[src/rtl/ihaar_pkg.sv]
package ihaar_pkg;
  typedef enum logic [2:0] {
    ST_IDLE,
    ST_READ,
    ST_SETTLE,
    ST_WRITE,
    ST_FIN
  } ihaar_state_t;

  typedef enum logic {
    PASS_COL,
    PASS_ROW
  } ihaar_pass_t;
endpackage

[src/rtl/ihaar_seq.sv]
module ihaar_seq
  import ihaar_pkg::*;
#(
  parameter int IMG_SIZE = 8,
  parameter int LVL_W    = 4
) (
  input  logic                      clk,
  input  logic                      rst_n,
  input  logic                      start,
  input  logic [LVL_W-1:0]          levels,
  output logic                      mem_rd,
  output logic                      mem_wr,
  output logic [2*$clog2(IMG_SIZE)-1:0] mem_addr,
  output logic                      cap_vld,
  output logic [$clog2(IMG_SIZE)-1:0] cap_idx,
  output logic [$clog2(IMG_SIZE)-1:0] a_idx,
  output logic [$clog2(IMG_SIZE)-1:0] d_idx,
  output logic                      odd,
  output logic                      sat_en,
  output logic                      done
);
  localparam int LOG_N = $clog2(IMG_SIZE);
  localparam int CNT_W = LOG_N + 1;
  localparam logic [CNT_W-1:0] N_CNT = CNT_W'(IMG_SIZE);
  localparam logic [LVL_W-1:0] MAX_LVL = LVL_W'(LOG_N);

  ihaar_state_t      state;
  ihaar_pass_t       pass;
  logic [CNT_W-1:0]  half;
  logic [LOG_N-1:0]  line;
  logic [LOG_N-1:0]  elem;

  logic [LVL_W-1:0]  eff_lvl;
  logic [CNT_W-1:0]  half_init;
  logic [CNT_W-1:0]  seg;
  logic [LOG_N-1:0]  seg_last;
  logic              last_level;

  always_comb begin
    eff_lvl    = (levels > MAX_LVL) ? MAX_LVL : levels;
    half_init  = N_CNT >> eff_lvl;
    seg        = half << 1;
    seg_last   = LOG_N'(seg - CNT_W'(1));
    last_level = (seg == N_CNT);
  end

  always_ff @(posedge clk) begin
    if (!rst_n) begin
      state   <= ST_IDLE;
      pass    <= PASS_COL;
      half    <= '0;
      line    <= '0;
      elem    <= '0;
      cap_vld <= 1'b0;
      cap_idx <= '0;
    end else begin
      cap_vld <= (state == ST_READ);
      cap_idx <= elem;
      unique case (state)
        ST_IDLE: begin
          if (start) begin
            pass  <= PASS_COL;
            line  <= '0;
            elem  <= '0;
            half  <= half_init;
            state <= (eff_lvl == '0) ? ST_FIN : ST_READ;
          end
        end
        ST_READ: begin
          if (elem == seg_last) begin
            elem  <= '0;
            state <= ST_SETTLE;
          end else begin
            elem <= elem + 1'b1;
          end
        end
        ST_SETTLE: state <= ST_WRITE;
        ST_WRITE: begin
          if (elem != seg_last) begin
            elem <= elem + 1'b1;
          end else begin
            elem  <= '0;
            state <= ST_READ;
            if (line != seg_last) begin
              line <= line + 1'b1;
            end else begin
              line <= '0;
              if (pass == PASS_COL) begin
                pass <= PASS_ROW;
              end else if (last_level) begin
                state <= ST_FIN;
              end else begin
                pass <= PASS_COL;
                half <= seg;
              end
            end
          end
        end
        ST_FIN:  state <= ST_IDLE;
        default: state <= ST_IDLE;
      endcase
    end
  end

  always_comb begin
    mem_rd   = (state == ST_READ);
    mem_wr   = (state == ST_WRITE);
    mem_addr = (pass == PASS_COL) ? {elem, line} : {line, elem};
    a_idx    = elem >> 1;
    d_idx    = (elem >> 1) + half[LOG_N-1:0];
    odd      = elem[0];
    sat_en   = (state == ST_WRITE) && (pass == PASS_ROW) && last_level;
    done     = (state == ST_FIN);
  end

  // one strobe at a time
  p_no_dual_access_r9: assert property (@(posedge clk) disable iff (!rst_n)
    !(mem_rd && mem_wr));
  // a gap cycle separates the last read from the first write
  p_settle_gap_r9: assert property (@(posedge clk) disable iff (!rst_n)
    mem_wr |-> !$past(mem_rd));
  // done lasts one cycle
  p_done_pulse_r6: assert property (@(posedge clk) disable iff (!rst_n)
    done |=> !done);
  // zero levels finishes at once
  p_zero_levels_r8: assert property (@(posedge clk) disable iff (!rst_n)
    (state == ST_IDLE && start && levels == '0) |=> (done && !mem_rd && !mem_wr));
  // quiet while idle
  p_idle_quiet_r1: assert property (@(posedge clk) disable iff (!rst_n)
    (state == ST_IDLE) |-> (!mem_rd && !mem_wr && !done));
endmodule

[src/rtl/ihaar_linebuf.sv]
module ihaar_linebuf #(
  parameter int DEPTH  = 8,
  parameter int DATA_W = 16
) (
  input  logic                     clk,
  input  logic                     wr_en,
  input  logic [$clog2(DEPTH)-1:0] wr_idx,
  input  logic [DATA_W-1:0]        wr_data,
  input  logic [$clog2(DEPTH)-1:0] a_idx,
  input  logic [$clog2(DEPTH)-1:0] d_idx,
  output logic [DATA_W-1:0]        a_val,
  output logic [DATA_W-1:0]        d_val
);
  localparam int IDX_W = $clog2(DEPTH);

  logic [DATA_W-1:0] slot [DEPTH];

  for (genvar e = 0; e < DEPTH; e++) begin : g_slot
    always_ff @(posedge clk) begin
      if (wr_en && (wr_idx == IDX_W'(e))) slot[e] <= wr_data;
    end
  end

  always_comb begin
    a_val = slot[a_idx];
    d_val = slot[d_idx];
  end
endmodule

[src/rtl/ihaar_butterfly.sv]
module ihaar_butterfly #(
  parameter int COEF_W = 16,
  parameter int PIX_W  = 8
) (
  input  logic [COEF_W-1:0] a_val,
  input  logic [COEF_W-1:0] d_val,
  input  logic              odd,
  input  logic              sat_en,
  output logic [COEF_W-1:0] y
);
  localparam logic signed [COEF_W:0] PIX_HI = (COEF_W+1)'((1 << PIX_W) - 1);

  logic signed [COEF_W:0] a_x, d_x, sum;

  always_comb begin
    a_x = {a_val[COEF_W-1], a_val};
    d_x = {d_val[COEF_W-1], d_val};
    sum = odd ? (a_x - d_x) : (a_x + d_x);
    if (!sat_en)              y = sum[COEF_W-1:0];
    else if (sum < 0)         y = '0;
    else if (sum > PIX_HI)    y = PIX_HI[COEF_W-1:0];
    else                      y = sum[COEF_W-1:0];
  end
endmodule

[src/rtl/ihaar_synth.sv]
module ihaar_synth #(
  parameter int IMG_SIZE = 8,
  parameter int COEF_W   = 16,
  parameter int PIX_W    = 8,
  parameter int LVL_W    = 4
) (
  input  logic                          clk,
  input  logic                          rst_n,
  input  logic                          start,
  input  logic [LVL_W-1:0]              levels,
  output logic                          done,
  output logic [2*$clog2(IMG_SIZE)-1:0] mem_addr,
  output logic                          mem_rd,
  output logic                          mem_wr,
  output logic [COEF_W-1:0]             mem_wdata,
  input  logic [COEF_W-1:0]             mem_rdata
);
  localparam int LOG_N = $clog2(IMG_SIZE);
  localparam logic signed [COEF_W-1:0] PIX_TOP = COEF_W'((1 << PIX_W) - 1);

  logic             cap_vld, odd, sat_en;
  logic [LOG_N-1:0] cap_idx, a_idx, d_idx;
  logic [COEF_W-1:0] a_val, d_val;

  ihaar_seq #(.IMG_SIZE(IMG_SIZE), .LVL_W(LVL_W)) u_seq (
    .clk(clk), .rst_n(rst_n), .start(start), .levels(levels),
    .mem_rd(mem_rd), .mem_wr(mem_wr), .mem_addr(mem_addr),
    .cap_vld(cap_vld), .cap_idx(cap_idx), .a_idx(a_idx), .d_idx(d_idx),
    .odd(odd), .sat_en(sat_en), .done(done)
  );

  ihaar_linebuf #(.DEPTH(IMG_SIZE), .DATA_W(COEF_W)) u_buf (
    .clk(clk), .wr_en(cap_vld), .wr_idx(cap_idx), .wr_data(mem_rdata),
    .a_idx(a_idx), .d_idx(d_idx), .a_val(a_val), .d_val(d_val)
  );

  ihaar_butterfly #(.COEF_W(COEF_W), .PIX_W(PIX_W)) u_bfly (
    .a_val(a_val), .d_val(d_val), .odd(odd), .sat_en(sat_en), .y(mem_wdata)
  );

  // final pixels inside the 8-bit range
  p_final_range_r5: assert property (@(posedge clk) disable iff (!rst_n)
    (mem_wr && sat_en) |-> ($signed(mem_wdata) >= 0 && $signed(mem_wdata) <= PIX_TOP));
  // no memory activity right after completion
  p_quiet_after_done_r6: assert property (@(posedge clk) disable iff (!rst_n)
    done |=> (!mem_rd && !mem_wr));
endmodule

[config.mk]
export PLATFORM = sky130hd
export DESIGN_NAME = ihaar_synth
export DESIGN_NICKNAME = d
export VERILOG_FILES = /design/src/rtl/ihaar_pkg.sv /design/src/rtl/ihaar_seq.sv /design/src/rtl/ihaar_linebuf.sv /design/src/rtl/ihaar_butterfly.sv /design/src/rtl/ihaar_synth.sv
export SDC_FILE = /design/constraint.sdc
export NUM_CORES = 1
export LEC_CHECK = 0
export BUFFER_PORTS_ARGS = -buffer_cell sky130_fd_sc_hd__buf_2
export CAP_MARGIN = 40
export CORE_MARGIN = 5
export CORE_UTILIZATION = 25
export DETAILED_ROUTE_END_ITERATION = 10
export PLACE_DENSITY = 0.44
export SLEW_MARGIN = 20
export SYNTH_ARGS = -nofsm -noshare
export SYNTH_HDL_FRONTEND = slang
export SYNTH_SLANG_ARGS = --single-unit
[constraint.sdc]
create_clock -name clk -period 17.4 [get_ports clk]
set_input_delay 1.74 -clock clk [delete_from_list [all_inputs] [get_ports clk]]
set_output_delay 1.74 -clock clk [all_outputs]
set_load 0.03 [all_outputs]
* Word level (Yosys, flattened, before mapping)
Memory sizes are Yosys's and may differ from the RTL's. A register that Yosys moved wholly into a read port is not among the register bits.
Index checks and enable logic that the tools add are counted.
** Word-level totals
- Memory bits (writable) :: 128
- Input port bits :: 23
- Output and inout bits :: 25
- Word-level logic and storage cells :: 138
- Memories :: 1
- Flip-flop bits (word level) :: 17
** Cells by class
- Shift-type cells :: 1
- Reduce and logical (&&, ||, !) cells :: 27
- Equality and inequality tests :: 21
- Magnitude comparators :: 3
- Mux-type cells :: 72
- Add/subtract/negate cells :: 6
** Memories
- u_buf.slot :: depth 8, bits a word 16, rd ports 2, clocked after Yosys merged registers in 1, write ports 1, RTL line ihaar_linebuf.sv:16 : logic [DATA_W-1:0] slot [DEPTH];
** Operators by type and width (number)
- $mux W16 :: 10
- $reduce_or A16 Y1 :: 7
- $mux W3 :: 26
- $mux W1 :: 28
- $eq A3 B3 Y1 const B :: 6
- $add A16 B16 Y17 :: 1
- $gt A17 B9 Y1 const B :: 1
- $lt A17 B1 Y1 const B :: 1
- $mux W17 :: 1
- $sub A16 B16 Y17 :: 1
- $eq A3 B2 Y1 const B :: 4
- $pmux W3 S2 :: 2
- $pmux W3 S4 :: 1
- $logic_and A1 B1 Y1 :: 10
- $pmux W3 S3 :: 1
- $ne A2 B2 Y1 const B :: 4
- $add A3 B1 Y3 const B :: 2
- $eq A3 B1 Y1 const B :: 2
- $logic_not A3 Y1 :: 2
- $mux W6 :: 1
- $ne A3 B3 Y1 :: 2
- $reduce_and A3 Y1 :: 2
- $reduce_and A6 Y1 :: 1
- $gt A4 B2 Y1 const B :: 1
- other kinds (12) :: 13

* Longest topological paths before layout
- Word-level depth :: 12
- Mapped depth :: 23
- Mapped depth without buffers :: 20

* Cells and area by module
From an unflattened synthesis, not the netlist that was laid out.
** Second synthesis, totals
- Cells, all modules :: 587
- Area total of the unflattened synthesis :: 8518.2 µm²
** Modules (own cells, without submodules)
- ihaar_linebuf :: seq. area each 3843.7 µm², instances 1, area an instance 6044.5 µm², cells an instance 255
- ihaar_butterfly :: seq. area each 0.0 µm², instances 1, area an instance 1448.9 µm², cells an instance 213
- ihaar_seq :: seq. area each 340.3 µm², instances 1, area an instance 1024.7 µm², cells an instance 119

* Worst setup path before layout
No wires, ideal clock.
- Path kind :: reg-to-output
- From :: register u_seq.elem[1]
- To :: output port mem_wdata[2]
- Data required time :: 15.660 ns
- Setup slack :: 10.280 ns
- Cell stages (with the launch flop) :: 21
- Arrival time :: 5.380 ns
- Buffers on the path :: 2
- Cells stage by stage :: dfxtp_1 ha_1 fa_1 buf_2 buf_2 mux4_2 mux2i_1 o21a_1 nand2_1 nor3_1 a31oi_1 xor2_1 ha_1 and3_1 a221oi_2 nand2b_1 a41oi_1 a31oi_1 o41ai_1 o31ai_1 a21oi_1
** On the way
- Longest elaborated chain between the ends :: 8
- Elaborated cells between the ends (all ways) :: 10
- Those cells by class :: add/sub (3); order compare (2); mux (4); memory (1)
** RTL lines
- start, declared :: RTL line ihaar_seq.sv:31 : logic [LOG_N-1:0] elem;
- start signal, assigned :: RTL line ihaar_seq.sv:74 : elem <= elem + 1'b1;
- start signal, assigned :: RTL line ihaar_seq.sv:80 : elem <= elem + 1'b1;
- $add A2 B3 Y3 * :: RTL line ihaar_seq.sv:110 : d_idx = (elem >> 1) + half[LOG_N-1:0];
- $mem_v2 Z8 W16 *
- $add A16 B16 Y17 or $sub A16 B16 Y17 (tied branches) :: RTL line ihaar_butterfly.sv:18 : sum = odd ? (a_x - d_x) : (a_x + d_x);
- $mux W17 * :: RTL line ihaar_butterfly.sv:18
- $gt A17 B9 Y1 :: RTL line ihaar_butterfly.sv:21 : else if (sum > PIX_HI) y = PIX_HI[COEF_W-1:0];
- $mux W16 :: RTL line ihaar_butterfly.sv:21
- $mux W16 :: RTL line ihaar_butterfly.sv:20 : else if (sum < 0) y = '0;
- $mux W16 * :: RTL line ihaar_butterfly.sv:19 : if (!sat_en) y = sum[COEF_W-1:0];
- end, declared :: RTL line ihaar_synth.sv:15 : output logic [COEF_W-1:0] mem_wdata,
Every way passes the cells marked *; elsewhere a longest branch is shown, timed or not.

* Worst setup path in the final report
- From :: register u_seq.elem[1]
- To :: output port mem_wdata[0]
Same word-level chain as after synthesis.

==> impl_metrics.env <==
export IMPL_run_status="complete, no violations"
export IMPL_critical_path_max_stage_delay_ns=0.52
export IMPL_yosysUniqueCellTypes=68
export IMPL_detail_route_vias_per_cell=4.885
export IMPL_cts_resized_gates=0
export IMPL_syn_area_per_cell_um2=13.49
export IMPL_detail_route_wl_per_cell_um=18.93
export IMPL_die_area_um2=35570
export IMPL_firstDrtPassIters=7
export IMPL_wire_length_of_the_first_global_routing_pass_mm=31.62
export IMPL_ys_seq_area_share_pct=52.97
export IMPL_clock_sinks=147
export IMPL_synth_area_um2=7974
export IMPL_n_antenna_cell=0
export IMPL_place_area_um2=8743
export IMPL_clockRootBuffer="clkbuf_16"
export IMPL_grt_use_met1_pct=15.09
export IMPL_worstPathBufferInverterCount=3
export IMPL_globalRoute_busiestLayer="met2"
export IMPL_min_period_ns=8.057
export IMPL_crit_fanout=50
export IMPL_post_synth_edffs=128
export IMPL_cts_tree="done"
export IMPL_sequential_cell_area_um2=4224
export IMPL_max_freq_ghz=0.1241
export IMPL_gp_congestion=0.7854
export IMPL_hp_class="flip-flop to flip-flop"
export IMPL_timing_max_cap_violations=0
export IMPL_cp_common_cell="buf_4"
export IMPL_setup_tns_final_ns=0
export IMPL_ys_warn_count=0
export IMPL_area_taken_by_multi_input_logic_gates_um2=3575
export IMPL_clock_power_share_pct=31.4
export IMPL_drc_errors=0
export IMPL_postSynth_asyncResetShare_pct=0
export IMPL_floorplan_initialDensity_pct=25.27
export IMPL_share_of_cells_above_drive_strength_1_pct=24.66
export IMPL_groute_layer_met2_usage_pct=19.06
export IMPL_ys_flop_type="edfxtp_1"
export IMPL_leakagePower_nw=3.112
export IMPL_switching_share_pct=34.26
export IMPL_worst_ep_required_time_ns=15.66
export IMPL_postCtsHoldBufs=0
export IMPL_power_share_sequential_pct=36.9
export IMPL_netlist_instances=591
export IMPL_placement_setup_worst_slack_ns=9.801
export IMPL_fin_area_um2=9286
export IMPL_finalCritPeriodShare_pct=46.31
export IMPL_finalSetupViolations=0
export IMPL_clock_latency_ns=0.43
export IMPL_top_level_ports=48
export IMPL_design_core_area_um2=31560
export IMPL_post_dp_hpwl_mm=14.45
export IMPL_mappedNetlistNets=637
export IMPL_tightestPinTransition_ns=0.7323
export IMPL_final_antenna_net_count=0
export IMPL_die_width_um=188.6
export IMPL_clock_tree_buf_depth=2
export IMPL_grt_pass1_vias=5452
export IMPL_nature_of_the_critical_path_endpoint="output pin"
export IMPL_grt_start_max_net_pins=51
export IMPL_die_h_um=188.6
export IMPL_tritoncts_num_buffers=17
export IMPL_areaGrowthSynthToFinish_pct=16.46
export IMPL_power_switching_mw=0.3645
export IMPL_combinationalPowerShare_pct=31.6
export IMPL_filler_cell_count=3195
export IMPL_h_tree_depth=4
export IMPL_postLayoutSetupSlackWorst_ns=9.343
export IMPL_vdd_ir_drop_worst_mv=0.06786
export IMPL_port_buffer_cells=47
export IMPL_cpLargestDelayFamily="compound AO/OA/AOI/OAI gates"
export IMPL_ys_ff_latch=147
export IMPL_wirelength_mm=20.12
export IMPL_finalHoldWorstSlack_ns=0.5444
export IMPL_overflow=0
export IMPL_final_setup_skew_ns=0.01573
export IMPL_slew_viol_final=0
export IMPL_final_hold_violation_count=0
export IMPL_worst_setup_hold_path_clk_slew_ns=0.07
export IMPL_internal_power_mw=0.6994
export IMPL_globalRouteMet3Util_pct=2.705
export IMPL_dr_first_iter_drc_count=389
export IMPL_antenna_found_initial=1
export IMPL_crit_chain="ha_2 > fa_2 > buf_4 > mux4_2 > mux2i_1 > o21a_1 > nand2_1 > nor3_1 > a31oi_1 > xor2_1 > ha_1 > and3_1 > a221oi_2 > nand2b_1 > a41oi_1 > o41ai_1 > o31ai_1 > buf_4 > a21oi_1 > buf_2"
export IMPL_finish_net_count=695
export IMPL_power_density_nw_per_um2=114.6
export IMPL_cp_slowest_cell="fa_2"
export IMPL_critical_path_arrival_ns=6.32
export IMPL_std_cell_rows=65
export IMPL_cts_post_setup_buffers_inserted=0
export IMPL_unrepaired_setup_endpoints_after_global_routing="no"
export IMPL_timing_setup_critical_path_class="flip-flop to output pin"
export IMPL_worst_setup_path_start_kind="flip-flop"
export IMPL_vias=5193
export IMPL_timing_max_slew_rel_slack_pct=51.18
export IMPL_groute_usage_overall_pct=11.58
[sequential cells by signal, indices dropped and copies added, names as in the netlist, named ones only]
name / flops
u_buf.slot: 128
u_seq.cap_idx: 3
u_seq.cap_vld: 1
u_seq.elem: 3
u_seq.half: 3
u_seq.line: 3
u_seq.pass: 1
u_seq.state: 3
[synthesized netlist by cell type, drive strengths merged (7+ instances only)]
library cell | instances | area [µm²]
nand3 | 9 | 45.04
xnor2 | 11 | 103.9
ha | 21 | 262.8
buf | 12 | 97.59
o21ai | 17 | 85.08
mux4 | 52 | 1186
nor2b | 8 | 50.05
nor3 | 27 | 140.1
nand2b | 9 | 56.30
clkbuf | 11 | 41.29
xor2 | 17 | 148.9
nand2 | 34 | 127.6
nor2 | 55 | 206.5
edfxtp | 128 | 3844
dfxtp | 19 | 380.4
a21oi | 33 | 165.2
and2 | 7 | 46.30
inv | 18 | 67.56
a31oi | 7 | 43.79
mux2i | 18 | 205.2
[worst register-to-register path: cells and delay by family, from the launching register on]
family,cells,cell delay [ns]
flops,1,0.36
simple gates,3,0.62
fa+ha+maj,1,0.33
compound gates,2,0.80
buf+inv,2,0.61
mux,1,0.24
[per-stage QoR]
step | total power, mW | utilization [%] | cells
CTS | 1.076 | 29.43 | 1063
global route | 1.121 | 29.43 | 1063
detailed placement | 0.7384 | 27.71 | 1032
floorplan | 0.6550 | - | 591
global placement | 0.7355 | 27.57 | 1029
finish | 1.064 | 29.43 | 1063
[power by group through the flow]
| stage | Sequential [mW] | Combinational, mW | Clock (mW) |
|---|---|---|---|
| 2_1_floorplan | 0.397 | 0.258 | 0 |
| 3_3_place_gp | 0.400 | 0.335 | 0 |
| 3_5_place_dp | 0.400 | 0.338 | 0 |
| 4_1_cts | 0.393 | 0.340 | 0.344 |
| 5_1_grt | 0.393 | 0.370 | 0.358 |
| 6_report | 0.393 | 0.337 | 0.334 |
[final timing paths]
check	from	to	slack (ns)	cells after the start
hold / removal	u_seq.line[1]	u_seq.line[1]	0.54	2
setup reg to reg	u_seq.half[0]	u_seq.half[0]	14.32	9
hold reg to reg	u_seq.line[1]	u_seq.line[1]	0.54	2
setup / recovery	u_seq.elem[1]	mem_wdata[0]	9.34	20
[logic make-up after synthesis]
kind of cell             count (synthesis)  synth area share (%)
AO/OA/AOI/OAI                           97                 8.018
XOR/XNOR                                28                 3.170
adder cells (fa/ha/maj)                 23                 3.797
buffers and inverters                   42                 2.636
flip-flops                             147                 52.97
multiplexers                            75                 18.15
AND/OR/NAND/NOR                        179                 11.25
[metal layers]
layer / share of wire [%] / routed length [µm] / vias up
li1: - / - / 2428
met1: 45 / 9117 / 2624
met2: 49 / 9795 / 114
met3: 4.5 / 907 / 25
met4: 1.4 / 289 / 2
met5: 0.065 / 13 / -
[final cells by class]
class / count / area share (%)
clock buffers: 17 / 4.581
clock inverters: 14 / 1.267
inverters: 19 / 0.7680
multi-input cells: 402 / 38.49
flip-flops and latches: 147 / 45.49
well taps: 402 / 5.416
repair buffers: 62 / 3.988
[cells in the final DEF (no fill, tap or decap), types with 7 or more instances in the layout]
cell | synthesis | routed
edfxtp_1 | 128 | 128
ha_1 | 21 | 20
mux2i_1 | 16 | 16
mux4_2 | 48 | 48
a21oi_1 | 33 | 33
xor2_1 | 17 | 16
nor2b_1 | 8 | 8
buf_2 | 5 | 47
nor3_1 | 26 | 24
nand3_1 | 9 | 9
a31oi_1 | 7 | 7
dfxtp_1 | 19 | 19
nor2_1 | 55 | 55
buf_4 | 0 | 12
nand2b_1 | 9 | 9
clkbuf_16 | 0 | 17
nand2_1 | 34 | 34
xnor2_1 | 10 | 10
inv_1 | 18 | 18
o21ai_0 | 16 | 16
Note: power is estimated with default switching activity, not from simulation.
